<file path="src/rtl/mcpt_pkg.sv">
package mcpt_pkg;

  // Capture behaviour chosen from the enable, lock and override inputs.
  typedef enum logic [1:0] {
    CAP_SINGLE      = 2'd0,
    CAP_NEAREST     = 2'd1,
    CAP_MULTI_FULL  = 2'd2,
    CAP_MULTI_CLAMP = 2'd3
  } cap_mode_e;

endpackage

</file>
<file path="src/rtl/mcpt_rst_sync.sv">
module mcpt_rst_sync (
  input  logic clk,
  input  logic rst_n,
  output logic rst_sync_n
);

  logic [1:0] sync_q;

  always_ff @(posedge clk or negedge rst_n) begin
    if (!rst_n) begin
      sync_q <= 2'b00;
    end else begin
      sync_q <= {sync_q[0], 1'b1};
    end
  end

  assign rst_sync_n = sync_q[1];

endmodule

</file>
<file path="src/rtl/mcpt_range_decode.sv">
module mcpt_range_decode #(
  parameter int CNT_W   = 14,
  parameter int RANGE_W = 4
) (
  input  logic [RANGE_W-1:0] code_i,
  output logic [CNT_W-1:0]   limit_o
);

  localparam int MAX_CODE = CNT_W - 2;
  localparam int NCODE    = 1 << RANGE_W;

  logic [CNT_W-1:0] lim_tab [NCODE];

  // One limit per code; codes past MAX_CODE saturate at the widest window.
  for (genvar k = 0; k < NCODE; k++) begin : g_code
    localparam int EFF = (k > MAX_CODE) ? MAX_CODE : k;
    assign lim_tab[k] = CNT_W'((64'd1 << (EFF + 1)) - 64'd1);
  end

  assign limit_o = lim_tab[code_i];

endmodule

</file>
<file path="src/rtl/mcpt_cycle_counter.sv">
module mcpt_cycle_counter #(
  parameter int CNT_W = 14
) (
  input  logic                    clk,
  input  logic                    rst_n,
  input  logic                    en_i,
  input  logic                    inc_i,
  input  logic                    dec_i,
  input  logic [CNT_W-1:0]        limit_i,
  output logic signed [CNT_W-1:0] cnt_o,
  output logic                    ovf_o
);

  logic signed [CNT_W-1:0] cnt_q, cnt_d;
  logic                    ovf_q, ovf_d;
  logic                    upd_en;
  logic signed [CNT_W:0]   step, sum, lim_pos, lim_neg;

  always_comb begin
    step = '0;
    if (inc_i && !dec_i) begin
      step = (CNT_W+1)'(1);
    end else if (dec_i && !inc_i) begin
      step = '1;
    end
    lim_pos = $signed({1'b0, limit_i});
    lim_neg = -lim_pos;
    sum     = $signed({cnt_q[CNT_W-1], cnt_q}) + step;
    cnt_d   = cnt_q;
    ovf_d   = ovf_q;
    if (!en_i) begin
      cnt_d = '0;
      ovf_d = 1'b0;
    end else if (sum > lim_pos) begin
      cnt_d = lim_pos[CNT_W-1:0];
      ovf_d = 1'b1;
    end else if (sum < lim_neg) begin
      cnt_d = lim_neg[CNT_W-1:0];
      ovf_d = 1'b1;
    end else begin
      cnt_d = sum[CNT_W-1:0];
    end
    upd_en = (cnt_d != cnt_q) || (ovf_d != ovf_q);
  end

  always_ff @(posedge clk or negedge rst_n) begin
    if (!rst_n) begin
      cnt_q <= '0;
      ovf_q <= 1'b0;
    end else if (upd_en) begin
      cnt_q <= cnt_d;
      ovf_q <= ovf_d;
    end
  end

  assign cnt_o = cnt_q;
  assign ovf_o = ovf_q;

endmodule

</file>
<file path="src/rtl/mcpt_mode_sel.sv">
module mcpt_mode_sel
  import mcpt_pkg::*;
(
  input  logic      mc_en_i,
  input  logic      loop_full_i,
  input  logic      locked_i,
  input  logic      ne_dis_i,
  output cap_mode_e mode_o
);

  always_comb begin
    if (mc_en_i) begin
      mode_o = loop_full_i ? CAP_MULTI_FULL : CAP_MULTI_CLAMP;
    end else if (locked_i && !ne_dis_i) begin
      mode_o = CAP_NEAREST;
    end else begin
      mode_o = CAP_SINGLE;
    end
  end

endmodule

</file>
<file path="src/rtl/mcpt_phase_combine.sv">
module mcpt_phase_combine
  import mcpt_pkg::*;
#(
  parameter int CNT_W  = 14,
  parameter int FRAC_W = 8
) (
  input  logic                           clk,
  input  logic                           rst_n,
  input  cap_mode_e                      mode_i,
  input  logic signed [CNT_W-1:0]        cnt_i,
  input  logic signed [FRAC_W:0]         fine_i,
  output logic signed [CNT_W+FRAC_W:0]   phase_o,
  output logic                           near_o
);

  localparam int OUT_W = CNT_W + FRAC_W + 1;
  localparam logic signed [OUT_W-1:0] UI_P   = OUT_W'(64'd1 << FRAC_W);
  localparam logic signed [OUT_W-1:0] HALF_P = OUT_W'(64'd1 << (FRAC_W - 1));

  logic signed [OUT_W-1:0] fine_x, cnt_x, full_v, wrap_v, clamp_v, phase_d, phase_q;
  logic                    near_d, near_q;

  always_comb begin
    fine_x = {{CNT_W{fine_i[FRAC_W]}}, fine_i};
    cnt_x  = {cnt_i[CNT_W-1], cnt_i, {FRAC_W{1'b0}}};
    full_v = cnt_x + fine_x;

    if (fine_x > HALF_P) begin
      wrap_v = fine_x - UI_P;
    end else if (fine_x < -HALF_P) begin
      wrap_v = fine_x + UI_P;
    end else begin
      wrap_v = fine_x;
    end

    if (full_v > UI_P) begin
      clamp_v = UI_P;
    end else if (full_v < -UI_P) begin
      clamp_v = -UI_P;
    end else begin
      clamp_v = full_v;
    end

    unique case (mode_i)
      CAP_NEAREST:     phase_d = wrap_v;
      CAP_MULTI_FULL:  phase_d = full_v;
      CAP_MULTI_CLAMP: phase_d = clamp_v;
      default:         phase_d = fine_x;
    endcase
    near_d = (mode_i == CAP_NEAREST);
  end

  always_ff @(posedge clk or negedge rst_n) begin
    if (!rst_n) begin
      phase_q <= '0;
      near_q  <= 1'b0;
    end else begin
      phase_q <= phase_d;
      near_q  <= near_d;
    end
  end

  assign phase_o = phase_q;
  assign near_o  = near_q;

endmodule

</file>
<file path="src/rtl/mcyc_phase_tracker.sv">
module mcyc_phase_tracker
  import mcpt_pkg::*;
#(
  parameter int CNT_W   = 14,
  parameter int FRAC_W  = 8,
  parameter int RANGE_W = 4
) (
  input  logic                         clk,
  input  logic                         rst_n,
  input  logic                         ref_edge_i,
  input  logic                         fb_edge_i,
  input  logic signed [FRAC_W:0]       fine_phase_i,
  input  logic                         mc_en_i,
  input  logic [RANGE_W-1:0]           range_code_i,
  input  logic                         loop_full_i,
  input  logic                         locked_i,
  input  logic                         ne_dis_i,
  output logic signed [CNT_W+FRAC_W:0] phase_err_o,
  output logic                         near_edge_o,
  output logic                         cyc_ovf_o
);

  logic                    rst_sync_n;
  logic [CNT_W-1:0]        limit;
  logic signed [CNT_W-1:0] cnt_q;
  cap_mode_e               mode;

  mcpt_rst_sync u_rst (
    .clk        (clk),
    .rst_n      (rst_n),
    .rst_sync_n (rst_sync_n)
  );

  mcpt_range_decode #(.CNT_W(CNT_W), .RANGE_W(RANGE_W)) u_range (
    .code_i  (range_code_i),
    .limit_o (limit)
  );

  mcpt_cycle_counter #(.CNT_W(CNT_W)) u_count (
    .clk     (clk),
    .rst_n   (rst_sync_n),
    .en_i    (mc_en_i),
    .inc_i   (ref_edge_i),
    .dec_i   (fb_edge_i),
    .limit_i (limit),
    .cnt_o   (cnt_q),
    .ovf_o   (cyc_ovf_o)
  );

  mcpt_mode_sel u_mode (
    .mc_en_i     (mc_en_i),
    .loop_full_i (loop_full_i),
    .locked_i    (locked_i),
    .ne_dis_i    (ne_dis_i),
    .mode_o      (mode)
  );

  mcpt_phase_combine #(.CNT_W(CNT_W), .FRAC_W(FRAC_W)) u_comb (
    .clk     (clk),
    .rst_n   (rst_sync_n),
    .mode_i  (mode),
    .cnt_i   (cnt_q),
    .fine_i  (fine_phase_i),
    .phase_o (phase_err_o),
    .near_o  (near_edge_o)
  );

endmodule

</file>
<file path="config.mk">
export PLATFORM = sky130hd
export DESIGN_NAME = mcyc_phase_tracker
export DESIGN_NICKNAME = d
export VERILOG_FILES = /design/src/rtl/mcpt_pkg.sv /design/src/rtl/mcpt_rst_sync.sv /design/src/rtl/mcpt_range_decode.sv /design/src/rtl/mcpt_cycle_counter.sv /design/src/rtl/mcpt_mode_sel.sv /design/src/rtl/mcpt_phase_combine.sv /design/src/rtl/mcyc_phase_tracker.sv
export SDC_FILE = /design/constraint.sdc
export NUM_CORES = 1
export LEC_CHECK = 0
export ABC_AREA = 0
export BUFFER_PORTS_ARGS = -buffer_cell sky130_fd_sc_hd__buf_4
export CAP_MARGIN = 15
export CORE_MARGIN = 3
export CORE_UTILIZATION = 55
export DETAILED_ROUTE_END_ITERATION = 12
export PLACE_DENSITY = 0.89
export SKIP_LAST_GASP = 1
export SYNTH_ARGS = -nofsm -noshare
export SYNTH_HDL_FRONTEND = slang
export SYNTH_SLANG_ARGS = --single-unit
</file>
<file path="constraint.sdc">
create_clock -name clk -period 1.15 [get_ports clk]
set_input_delay 0.0575 -clock clk [delete_from_list [all_inputs] [get_ports clk]]
set_output_delay 0.0575 -clock clk [all_outputs]
set_load 0.01 [all_outputs]
</file>
==> flow_metrics.tcl, run 1 <==
set metrics [dict create \
    synth_flop_cell "dfrtp_1" \
    h-tree-depth 2 \
    synth-edff-count 0 \
    grt_pass1_wl_mm 41.3 \
    synthArstFlopShare 1.00 \
    grt_max_degree 40 \
    error "[ERROR GRT-0116] Global routing finished with congestion. Check the congestion regions in the DRC Viewer." \
    ys_seq_elements 41 \
    dpl.hpwl_mm 12.5 \
    grt_overflow 11 \
    yosys-top-cells-area "dfrtp_1 (24%), ha_1 (12%), a21oi_1 (6.4%)" \
    track_usage 0.620 \
    synth_cells 517 \
    synth_cell_types 88 \
    syn-num-nets 583 \
    last-stage-reached "5_1_grt" \
    ys_seq_area_frac 0.235 \
    die_width_um 95.0 \
    clock-root-buffer "clkbuf_8" \
    synth_top_area_share 0.235 \
    portBuffers 45 \
    initial_utilization 0.582 \
    grt_pass1_vias 7077 \
    avgSynthCellArea_um2 8.43 \
    place_inst 794 \
    cts_buffers 5 \
    gp_congestion 0.938 \
    synth_area_um2 4360 \
    num_io_pins 46 \
    clock_sinks 41 \
    synth_area_leader_cell "dfrtp_1" \
    placementRows 31 \
    clk_path_buf_depth 2 \
    chipHeight_um 95.0 \
    synth_warnings 0 \
    status "aborted with a tool error" \
]
-- layer usage --
layer / GRT usage / GRT overflow
met3: 0.421 / 1
met1: 0.600 / 0
met5: 0.0952 / 0
met4: 0.666 / 6
met2: 0.821 / 4
-- synth_stat cells, types with 3 or more instances --
library cell,number
nand2_1,36
o21a_1,7
o211a_1,3
nand2b_1,11
o21ai_1,5
buf_2,14
a21oi_1,56
or2_2,3
nand3_1,10
nor4_1,4
mux2i_1,3
and3b_1,3
or3_1,3
a211oi_1,4
o31ai_1,3
nor2b_1,6
nor3_1,14
inv_1,35
nand4_1,6
and3_1,5
nor2_1,28
a21oi_2,3
nand3b_1,4
a21o_1,7
o21ai_0,28
ha_1,43
dfrtp_1,41
xor2_1,6
o211ai_1,5
a31oi_1,8
buf_6,3
a22oi_1,4
a41oi_1,3
o221ai_1,8
xnor2_1,17
and2_1,3
clkbuf_1,6
-- logic make-up after synthesis --
| family | Yosys count | share of synthesized area |
|---|---|---|
| AOI/OAI and AO/OA | 187 | 0.306 |
| xor gates and xnor gates | 26 | 0.0600 |
| adders and majority gates | 45 | 0.133 |
| buffers and inverters | 59 | 0.0608 |
| DFF | 41 | 0.235 |
| muxes | 5 | 0.0129 |
| other | 1 | 0.000860 |
| and+or+nand+nor | 153 | 0.192 |
-- per-stage QoR --
| stage | setup WS (ns) | area (µm²) |
|---|---|---|
| floorplan | -2.53 | 4470 |
| global placement | -2.78 | 6010 |
| detailed placement | -3.06 | 6010 |
| CTS | -2.86 | 6700 |
-- timing repair --
action | in CTS
setup buffers | 15
endpoints found under the hold margin | 8
endpoints found under the setup margin | 38
pin swaps | 48
resized for setup | 71
cloned | 3
hold buffers | 7
==> run 2, diff against run 1 <==
CORE_UTILIZATION = 40   (was 55)
PLACE_DENSITY = default   (was 0.89)
PLACE_DENSITY_LB_ADDON = 0.15   (was default)
clock period = 1.49 ns   (was 1.15 ns; I/O delays follow)
==> flow_metrics.tcl, run 2 <==
set metrics [dict create \
    yosys-top-cells-area "dfrtp_1 (24%), ha_1 (12%), a21oi_1 (6.4%)" \
    min_period_over_period 2.61 \
    placementRows 37 \
    rsz0062_at_grt "true" \
    mostFrequentLayoutCell "buf_4" \
    vdd_drop_max_mv 1.16 \
    cp.arrival_ns 4.10 \
    antenna_found_initial 0 \
    synth_warnings 0 \
    finalHoldViolations 0 \
    tightestPinTransition_ns 0.595 \
    status "finished with violations" \
    synth_area_um2 4360 \
    critPathKind "reg -> reg" \
    start_kind "flip-flop" \
    layout_common_cells "buf_4 (216), dfrtp_1 (40), a21oi_1 (38)" \
    slew_violations 0 \
    avgSynthCellArea_um2 8.43 \
    cp_data_required_time_ns 1.71 \
    core_area_um2 10500 \
    nNetsFinal 802 \
    insertion_delay_ns 0.31 \
    die-area_um2 12200 \
    worst_slack_ns -2.39 \
    initial_utilization 0.417 \
    grt_pass1_vias 4795 \
    synthArstFlopShare 1.00 \
    die_width_um 110 \
    gp_congestion 0.930 \
    via_count 4817 \
    place_inst 843 \
    ys_seq_elements 41 \
    grt_pass1_wl_mm 23.6 \
    track_usage 0.230 \
    yosysMostFrequentCell "a21oi_1" \
    clock_sinks 41 \
    grt_max_degree 40 \
    rrSetupSlack_ns -2.39 \
    synth_cell_types 88 \
    h-tree-depth 2 \
    drtIter0Drc 311 \
    synth_top_area_share 0.235 \
    fin_crit_ns 3.88 \
    n_fill_cell 871 \
    synth_compound_area_frac 0.306 \
    synth_cells 517 \
    r2r_cells 16 \
    cp_max_fo 7 \
    portBuffers 45 \
    synth_area_leader_cell "dfrtp_1" \
    drtPass1Iterations 7 \
    num_io_pins 46 \
    cts_buffers 5 \
    cts_tree "built" \
    max_freq_ghz 0.258 \
    slew_headroom 0.601 \
    wl_per_cell_um 16.7 \
    clk_path_buf_depth 2 \
    antenna_cells 0 \
    cellPowerDensity_nw_per_um2 1930 \
    area_growth_syn_to_layout_pct 58.0 \
    synth_flop_cell "dfrtp_1" \
    via_per_inst 5.52 \
    cp-end-kind "flip-flop" \
    pre_cts_slack_ns -2.54 \
    synth_top_family_by_area "compound AO/OA/AOI/OAI gates" \
    synthSimpleGateAreaFrac 0.192 \
    finalNonFillerCells 873 \
    clk_pin_slew_ns 0.10 \
    largest_register_ffs 23 \
    synthMuxAreaShare 0.0129 \
    drv_cap 0 \
    netlist_top_cells_count "a21oi_1 (56), ha_1 (43), dfrtp_1 (41), nand2_1 (36), inv_1 (35)" \
    finClkSkew_ns 0.00886 \
    ant_nets 0 \
    clock-root-buffer "clkbuf_8" \
    wirelength_mm 14.5 \
    dpl.hpwl_mm 11.1 \
    drive_above_1_share 0.461 \
    min_path_type "in -> async" \
    chipHeight_um 110 \
    ys_seq_area_frac 0.235 \
    synth-edff-count 0 \
    synth_xor_xnor_area_share 0.0600 \
    synth_fa_ha_area_frac 0.133 \
    syn-num-nets 583 \
    setup_viol 38 \
    p_leak_nw 3.21 \
    grt_overflow 0 \
    violations "negative setup slack" \
    drc 0 \
]
## run 2: cell counts after synthesis
No cell type changed its count.
## run 2: metrics by stage
| stage | hold slack [ns] | util | power [W] | TNS [ns] | instance area, µm² |
|---|---|---|---|---|---|
| floorplan | -0.221 | - | 0.00674 | -66.70 | 4480 |
| global placement | -0.143 | 0.587 | 0.0109 | -82.39 | 6140 |
| detailed placement | -0.141 | 0.587 | 0.0110 | -84.32 | 6140 |
| CTS | 0.0565 | 0.642 | 0.0128 | -76.74 | 6720 |
| global route | 0.0685 | 0.659 | 0.0142 | -82.67 | 6890 |
| finish | 0.0737 | 0.659 | 0.0133 | -76.50 | 6890 |
## run 2: power breakdown
group	total [W]	internal [W]	switching [W]
Sequential	0.00181	0.00150	0.000306
Combinational	0.0107	0.00540	0.00527
Clock	0.000799	0.000339	0.000460
## run 2: layout make-up
type / instances / area [µm²] / area share
multi-input cells: 418 / 3600 / 0.523
well taps: 136 / 170 / 0.0247
clock inverters: 3 / 25.0 / 0.00363
clock buffers: 5 / 68.8 / 0.00999
flip-flops and latches: 41 / 1030 / 0.149
inverters: 35 / 131 / 0.0191
repair buffers: 235 / 1870 / 0.271
## run 2: worst paths after layout
path                                  start                end
max                        u_count.cnt_o[0]  u_count.cnt_o[12]
min in group clk            range_code_i[3]   u_count.cnt_o[8]
max reg2reg                u_count.cnt_o[0]  u_count.cnt_o[12]
max in group asynchronous   u_rst.sync_q[1]   u_count.cnt_o[2]
min reg2reg                 u_rst.sync_q[1]  u_comb.phase_o[2]
min                                   rst_n    u_rst.sync_q[0]
## run 2: cell families (layout without fill, tap and decap cells)
logic type      after synthesis  count (layout)
simple gates                153             154
flops                        41              41
mux                           5               5
xor+xnor                     26              26
compound gates              187             187
other cells                   1               1
buf+inv                      59             278
fa+ha+maj                    45              45
## run 2: layer usage
metal / global-route usage / vias to the layer above / part of all wire
met5: 0 / - / 0
met4: 0.0657 / 0 / 0.030
met3: 0.0247 / 36 / 0.031
met2: 0.402 / 120 / 0.50
met1: 0.300 / 2292 / 0.44
li1: - / 2369 / -
## run 2: critical path, cell delays in order, from the launching register on
cell and delay (ns):
dfrtp_1 0.41, ha_4 0.18, fa_2 0.37, and3b_1 0.20, o21ai_2 0.20, a21oi_4 0.12, a211o_1 0.28, o221ai_2 0.08
xnor2_2 0.17, ha_4 0.25, nor4b_4 0.28, o2111ai_2 0.17, a311oi_1 0.29, mux2_4 0.26, nor2_1 0.09, nand4b_1 0.20
a31oi_2 0.24
## run 2: timing repair
item                                    4_1_cts  5_1_grt
endpoints found under the setup margin       38       38
cloned                                        2        0
pin swaps                                    38       23
setup buffers                                 9        4
resized for setup                            52       32
hold endpoints to repair                      9        0
hold buffers                                  8        0
(Power assumes the default switching activity.)
